<file path="config.mk">
export PLATFORM = sky130hd
export DESIGN_NAME = clk_mode_seq
export DESIGN_NICKNAME = d
export VERILOG_FILES = /design/src/rtl/clk_mode_pkg.sv /design/src/rtl/cms_req_decode.sv /design/src/rtl/cms_settle_timer.sv /design/src/rtl/cms_halt_gate.sv /design/src/rtl/cms_err_reg.sv /design/src/rtl/clk_mode_seq.sv
export SDC_FILE = /design/constraint.sdc
export NUM_CORES = 1
export LEC_CHECK = 0
export BUFFER_PORTS_ARGS = -buffer_cell sky130_fd_sc_hd__buf_2
export CORE_UTILIZATION = 35
export DETAILED_ROUTE_END_ITERATION = 8
export GPL_TIMING_DRIVEN = 0
export PLACE_DENSITY = 0.57
export SKIP_LAST_GASP = 1
export SYNTH_ARGS = -nofsm -noshare
export SYNTH_HDL_FRONTEND = slang
export SYNTH_HIERARCHICAL = 1
export SYNTH_SLANG_ARGS = --single-unit
</file>
<file path="constraint.sdc">
create_clock -name clk -period 6.02 [get_ports clk]
set_input_delay 0.301 -clock clk [delete_from_list [all_inputs] [get_ports clk]]
set_output_delay 0.301 -clock clk [all_outputs]
set_load 0.03 [all_outputs]
</file>
<file path="src/rtl/clk_mode_pkg.sv">
package clk_mode_pkg;

    typedef enum logic [2:0] {
        ST_SLOW       = 3'd0,
        ST_UP_SUPPLY  = 3'd1,
        ST_UP_SETTLE  = 3'd2,
        ST_FAST       = 3'd3,
        ST_DN_SEL     = 3'd4,
        ST_DN_OSC     = 3'd5
    } seq_state_e;

    typedef enum logic [1:0] {
        CMD_NONE    = 2'd0,
        CMD_GO_FAST = 2'd1,
        CMD_GO_SLOW = 2'd2
    } seq_cmd_e;

    localparam int ERR_W       = 2;
    localparam int ERR_OVERLAP = 0;
    localparam int ERR_REFUSED = 1;

    typedef struct packed {
        seq_cmd_e cmd;
        logic     overlap;
        logic     refused;
    } req_dec_t;

    typedef struct packed {
        logic supply_hs;
        logic osc_en;
        logic sel_fast;
        logic busy;
    } drive_t;

    function automatic drive_t drive_of(seq_state_e st);
        drive_t d;
        d = '0;
        unique case (st)
            ST_SLOW:      d = '{supply_hs: 1'b0, osc_en: 1'b0, sel_fast: 1'b0, busy: 1'b0};
            ST_UP_SUPPLY: d = '{supply_hs: 1'b1, osc_en: 1'b0, sel_fast: 1'b0, busy: 1'b1};
            ST_UP_SETTLE: d = '{supply_hs: 1'b1, osc_en: 1'b1, sel_fast: 1'b0, busy: 1'b1};
            ST_FAST:      d = '{supply_hs: 1'b1, osc_en: 1'b1, sel_fast: 1'b1, busy: 1'b0};
            ST_DN_SEL:    d = '{supply_hs: 1'b1, osc_en: 1'b1, sel_fast: 1'b0, busy: 1'b1};
            ST_DN_OSC:    d = '{supply_hs: 1'b1, osc_en: 1'b0, sel_fast: 1'b0, busy: 1'b1};
            default:      d = '0;
        endcase
        return d;
    endfunction

    function automatic logic is_idle(seq_state_e st);
        return (st == ST_SLOW) || (st == ST_FAST);
    endfunction

    function automatic int max_of(int a, int b);
        return (a > b) ? a : b;
    endfunction

endpackage

</file>
<file path="src/rtl/cms_req_decode.sv">
module cms_req_decode
    import clk_mode_pkg::*;
(
    input  seq_state_e state,
    input  logic       req_fast,
    input  logic       req_slow,
    input  logic       halver_mode,
    output req_dec_t   dec
);
    always_comb begin
        dec = '{cmd: CMD_NONE, overlap: 1'b0, refused: 1'b0};
        if (!is_idle(state)) begin
            dec.overlap = req_fast | req_slow;
        end else if (req_fast && req_slow) begin
            dec.overlap = 1'b1;
        end else if (state == ST_SLOW && req_fast) begin
            if (halver_mode) dec.refused = 1'b1;
            else             dec.cmd     = CMD_GO_FAST;
        end else if (state == ST_FAST && req_slow) begin
            dec.cmd = CMD_GO_SLOW;
        end
    end
endmodule

</file>
<file path="src/rtl/cms_settle_timer.sv">
module cms_settle_timer #(
    parameter int MAX_TICKS = 164,
    localparam int CNT_W    = $clog2(MAX_TICKS + 1)
) (
    input  logic             clk,
    input  logic             rst,
    input  logic             run,
    input  logic             tick,
    input  logic [CNT_W-1:0] limit,
    output logic             done
);
    logic [CNT_W-1:0] cnt_q;
    logic [CNT_W-1:0] cnt_nxt;

    assign cnt_nxt = cnt_q + 1'b1;
    assign done    = run && tick && (cnt_nxt == limit);

    always_ff @(posedge clk) begin
        if (rst || !run || done) cnt_q <= '0;
        else if (tick)           cnt_q <= cnt_nxt;
    end
endmodule

</file>
<file path="src/rtl/cms_halt_gate.sv">
module cms_halt_gate (
    input  logic clk,
    input  logic rst,
    input  logic halt_req,
    input  logic slow_idle,
    output logic halt_out,
    output logic halt_blocked
);
    always_ff @(posedge clk) begin
        if (rst) begin
            halt_out     <= 1'b0;
            halt_blocked <= 1'b0;
        end else begin
            halt_out     <= halt_req &&  slow_idle;
            halt_blocked <= halt_req && !slow_idle;
        end
    end
endmodule

</file>
<file path="src/rtl/cms_err_reg.sv">
module cms_err_reg #(
    parameter int W = 2
) (
    input  logic         clk,
    input  logic         rst,
    input  logic [W-1:0] set,
    input  logic [W-1:0] clr,
    output logic [W-1:0] q
);
    for (genvar i = 0; i < W; i++) begin : g_bit
        always_ff @(posedge clk) begin
            if (rst) q[i] <= 1'b0;
            else     q[i] <= set[i] | (q[i] & ~clr[i]);
        end
    end
endmodule

</file>
<file path="src/rtl/clk_mode_seq.sv">
module clk_mode_seq
    import clk_mode_pkg::*;
#(
    parameter int UP_SUPPLY_TICKS  = 82,
    parameter int OSC_SETTLE_TICKS = 164
) (
    input  logic             clk,
    input  logic             rst,
    input  logic             ref_tick,
    input  logic             req_fast,
    input  logic             req_slow,
    input  logic             halver_mode,
    input  logic             halt_req,
    input  logic [ERR_W-1:0] err_clr,
    output logic             supply_hs,
    output logic             fast_osc_en,
    output logic             clk_sel_fast,
    output logic             busy,
    output logic [ERR_W-1:0] err_status,
    output logic             halt_out,
    output logic             halt_blocked
);
    localparam int MAX_TICKS = max_of(max_of(UP_SUPPLY_TICKS, OSC_SETTLE_TICKS), 1);
    localparam int CNT_W     = $clog2(MAX_TICKS + 1);
    localparam logic [CNT_W-1:0] LIM_SUPPLY = CNT_W'(UP_SUPPLY_TICKS);
    localparam logic [CNT_W-1:0] LIM_SETTLE = CNT_W'(OSC_SETTLE_TICKS);

    seq_state_e       state_q, state_d;
    req_dec_t         dec;
    drive_t           drv;
    logic             wait_run;
    logic             wait_done;
    logic [CNT_W-1:0] wait_limit;
    logic [ERR_W-1:0] err_set;

    cms_req_decode u_dec (
        .state       (state_q),
        .req_fast    (req_fast),
        .req_slow    (req_slow),
        .halver_mode (halver_mode),
        .dec         (dec)
    );

    assign wait_run   = (state_q == ST_UP_SUPPLY) || (state_q == ST_UP_SETTLE);
    assign wait_limit = (state_q == ST_UP_SUPPLY) ? LIM_SUPPLY : LIM_SETTLE;

    cms_settle_timer #(.MAX_TICKS(MAX_TICKS)) u_timer (
        .clk   (clk),
        .rst   (rst),
        .run   (wait_run),
        .tick  (ref_tick),
        .limit (wait_limit),
        .done  (wait_done)
    );

    always_comb begin
        state_d = state_q;
        unique case (state_q)
            ST_SLOW:      if (dec.cmd == CMD_GO_FAST) state_d = ST_UP_SUPPLY;
            ST_UP_SUPPLY: if (wait_done)              state_d = ST_UP_SETTLE;
            ST_UP_SETTLE: if (wait_done)              state_d = ST_FAST;
            ST_FAST:      if (dec.cmd == CMD_GO_SLOW) state_d = ST_DN_SEL;
            ST_DN_SEL:                                state_d = ST_DN_OSC;
            ST_DN_OSC:                                state_d = ST_SLOW;
            default:                                  state_d = ST_SLOW;
        endcase
    end

    always_ff @(posedge clk) begin
        if (rst) state_q <= ST_SLOW;
        else     state_q <= state_d;
    end

    assign drv          = drive_of(state_q);
    assign supply_hs    = drv.supply_hs;
    assign fast_osc_en  = drv.osc_en;
    assign clk_sel_fast = drv.sel_fast;
    assign busy         = drv.busy;

    always_comb begin
        err_set              = '0;
        err_set[ERR_OVERLAP] = dec.overlap;
        err_set[ERR_REFUSED] = dec.refused;
    end

    cms_err_reg #(.W(ERR_W)) u_err (
        .clk (clk),
        .rst (rst),
        .set (err_set),
        .clr (err_clr),
        .q   (err_status)
    );

    cms_halt_gate u_halt (
        .clk          (clk),
        .rst          (rst),
        .halt_req     (halt_req),
        .slow_idle    (state_q == ST_SLOW),
        .halt_out     (halt_out),
        .halt_blocked (halt_blocked)
    );
endmodule

</file>
==> impl.org <==
** Run status
- The run finished with clean final reports.

** Die
- Row Count :: 20
- DIE WIDTH :: 60.1 um
- Initial cell density of the core :: 37.8%
- Die Y :: 60.1 um
- The core region is 0.00313 mm^2.
- Area of the die :: 0.00361 mm^2
- Number of top-level pins :: 17

** Timing
- At the pin with the least slew margin, the transition time is 0.713 ns.
- Worst clock skew on the final layout :: 0.00292 ns
- The final-report max-slew violation count is 0.
- Count of endpoints failing setup in the final report :: 0
- Final hold analysis gives a worst-case slack of 0.263 ns.
- Final min period :: 2.81 ns
- Upper clock frequency limit :: 355 MHz
- The total count of hold-check failures in the final report is 0.
- Final worst path period share :: 46.8%
- Setup total negative slack :: 0 ns
- Headroom to the max-slew limit came out at 52.2%.
- Unrepaired setup endpoints after global routing :: no

** Power
- Switching power as a share of total power :: 27.2%
- The worst-case IR drop observed on VDD is 102 uV.
- Share of total power in combinational logic :: 17.3%
- In this run the power spent charging and discharging nets is 52.5 uW.
- Power per cell area :: 143 mW/mm^2
- Sequential cells account for 52.9% of the total power.
- Leakage power :: 0.000543 uW
- Post-route total power :: 193 uW
- Cell internal power was estimated by the tool at 140 uW.
- Clock Power Share :: 29.8%

** Drt
- The first routing iteration left 24 violations.
- Detail-routed via count per cell :: 4.90
- The first detailed-routing pass ran for 4 iterations.
- For this run, design rule violations remaining after detail routing come to 0.
- Routed wire per std cell :: 11.5 um
- Routed vias :: 1014
- The detail route stage leaves a number of antenna-violating nets equal to 0.
- After detailed routing, the total wire length is 2380 um.

** Clock network
- The clock passes through at most 2 buffers.
- Clock-pin transition on the worst setup and hold timing paths :: 0.08 ns
- Counting every sink on the clock net gives 15.
- In this run the clock root is driven by a clkbuf_4.
- Clock tree from TritonCTS :: built
- Buffers added to address setup during post-CTS repair amount to 0.
- Clock latency reported for the late side of the worst-skew pair :: 0.28 ns
- In this run, post-CTS hold repair placed 0 buffers.
- Counting the buffers created by CTS gives 3.
- Maximum level of the CTS H-tree :: 1
- Number of gates resized after cts :: 0

** Synth
- After synthesis, the share of cell area in mux cells is 1.80%.
- After synthesis, the share of flip-flops with an asynchronous set or reset is 0%.
- Synthesized area per cell :: 8.33 um^2
- Synthesis produced a netlist whose cell count is 142.
- Yosys mapped a number of flops with a built-in enable equal to 0.
- In this run, synthesis produced a sequential element count of 15.
- The synthesized netlist devotes 16.5% of its cell area to compound gates.
- Among all flip-flop cells after synthesis, the most frequent one is dfxtp_1.
- Summing the areas of all xor and xnor instances in the mapped netlist gives 15.7% of the synthesized area.
- Summing the areas of all fa, ha and maj instances in the mapped netlist gives 1.06% of the synthesized area.
- Combinational family with the most area after synthesis :: simple AND/OR/NAND/NOR gates
- Summing the areas of all and, or, nand and nor instances in the mapped netlist gives 29.6% of the synthesized area.
- After synthesis, flip-flops and latches occupy 25.4% of the total area.
- Netlist Area Pre-Place :: 0.00118 mm^2
- After synthesis, the netlist uses 44 different library cells.
- During synthesis, Yosys emitted a total of 6 warnings.

** Hold path
- The path class of the tightest hold or removal check is primary input to flop.

** Placed design
- Placed Area :: 0.00132 mm^2
- Port buffering added 16 buffers.
- The congestion estimate from routability-driven global placement came to 0.826.
- HPWL Detailed :: 1790 um

** Finish
- The finished cells cover 0.00135 mm^2.
- Number of diodes :: 0
- The top cell types in the final layout, fill and taps aside, are 17 x a21oi_1, 17 x buf_2, 15 x nand2_1, 15 x dfxtp_1, 12 x xnor2_1.
- Signed area change from the synthesized netlist to the final layout :: 14.0%
- Cells with a size suffix above 1 make up 23.3% of the layout.
- The layout has 326 filler cells.
- Number of nets in the layout :: 174

** GRT
- The first global-routing pass estimated 4230 um of wire.
- Vias in the first global route :: 944
- For this run, the total global-route usage over all layers was measured as 15.6%.
- Pin count of the biggest net entering global routing :: 11
- Global route overflow :: 0
- The initial antenna violation count came to 0.

** Worst setup path
- Data arrival time of the worst path :: 3.03 ns
- Capturing element type of the critical path :: flop
- The worst setup path is of the flop to flop kind.
- Maximum net fanout on the critical path :: 10
- At the worst endpoint, the required time is 6.23 ns.
- STA classifies the critical path startpoint as a flop.

** Job
- Max-cap violations in this run came to 0.
-- power groups by stage --
stage | registers [uW] | clock network [uW] | logic (uW)
finish | 102 | 57.4 | 33.4
global route | 102 | 65.3 | 36.9
CTS | 102 | 61.6 | 33.7
detailed placement | 104 | 0 | 33.5
global placement | 104 | 0 | 32.9
floorplan | 107 | 0 | 21.3
-- cells in the mapped netlist, types with 2 or more instances --
| cell type | instances | share of area, % |
|---|---|---|
| o21ai_0 | 3 | 1.3 |
| nor4_1 | 2 | 1.1 |
| nor2b_1 | 2 | 1.1 |
| nor3b_2 | 2 | 2.1 |
| and2b_1 | 2 | 1.3 |
| nor3_1 | 3 | 1.3 |
| nor2_1 | 9 | 2.9 |
| a21oi_1 | 17 | 7.2 |
| nand3_1 | 4 | 1.7 |
| buf_6 | 7 | 6.7 |
| a21oi_2 | 2 | 1.5 |
| dfxtp_1 | 15 | 25 |
| nand2_1 | 15 | 4.8 |
| nand2b_1 | 3 | 1.6 |
| xnor2_1 | 12 | 8.9 |
| inv_1 | 7 | 2.2 |
| xor2_1 | 6 | 4.4 |
| nand4_1 | 5 | 2.6 |
-- path summary, 6_finish.rpt --
| check | start | endpoint | slack, ns | depth (start not counted) |
|---|---|---|---|---|
| max | state_q[2] | state_q[0] | 3.21 | 11 |
| min | halt_req | u_halt/halt_out | 0.26 | 2 |
| max reg2reg | state_q[2] | state_q[0] | 3.21 | 11 |
| min reg2reg | u_err/q[1] | u_err/q[1] | 0.48 | 2 |
-- metal layers --
layer	vias to the layer above	track usage [%]	share of wire [%]
li1	532	-	-
met1	463	21.4	52
met2	15	23.9	45
met3	4	1.95	1.8
met4	0	7.31	1.5
met5	-	0	0
-- stage by stage --
step           std cells  utilization (%)  setup WS [ns]
3_3_place_gp         203             42.2           3.23
5_1_grt              207             43.1           2.92
4_1_cts              207             43.1           3.19
3_5_place_dp         203             42.2           3.23
2_1_floorplan        143                -           3.63
6_report             207             43.1           3.21
-- critical path, cell delays in order (launching register included) --
cell and delay (ns):
dfxtp_1 0.46, buf_6 0.17, nor2_1 0.04, nand2_1 0.20
inv_1 0.22, nor4_1 0.35, a31oi_1 0.18, a211oi_4 0.46
and2_1 0.23, mux2i_1 0.08, or2_0 0.20, a21oi_1 0.15
-- registers in the layout, summed over array words and instances, names as in the netlist --
name	count
u_timer/cnt_q	8
state_q	3
u_err/q	2
u_halt/halt_blocked	1
u_halt/halt_out	1
-- final cells by class --
| class | count | area (um^2) | share of cell area (%) |
|---|---|---|---|
| timing repair buffer | 16 | 80.1 | 5.94 |
| tap | 44 | 55.1 | 4.09 |
| multi-input combinational | 112 | 772 | 57.3 |
| buffer | 9 | 87.6 | 6.50 |
| clock buffer | 4 | 26.3 | 1.95 |
| sequential | 15 | 300 | 22.3 |
| inverter | 7 | 26.3 | 1.95 |
-- cells by family after synthesis --
family                   after synthesis
AND/OR/NAND/NOR                       59
multiplexers                           2
buffers and inverters                 16
AO/OA/AOI/OAI                         29
adder cells (fa/ha/maj)                1
XOR/XNOR                              19
other                                  1
flip-flops                            15
No activity file was read; power rests on OpenSTA's default activity.
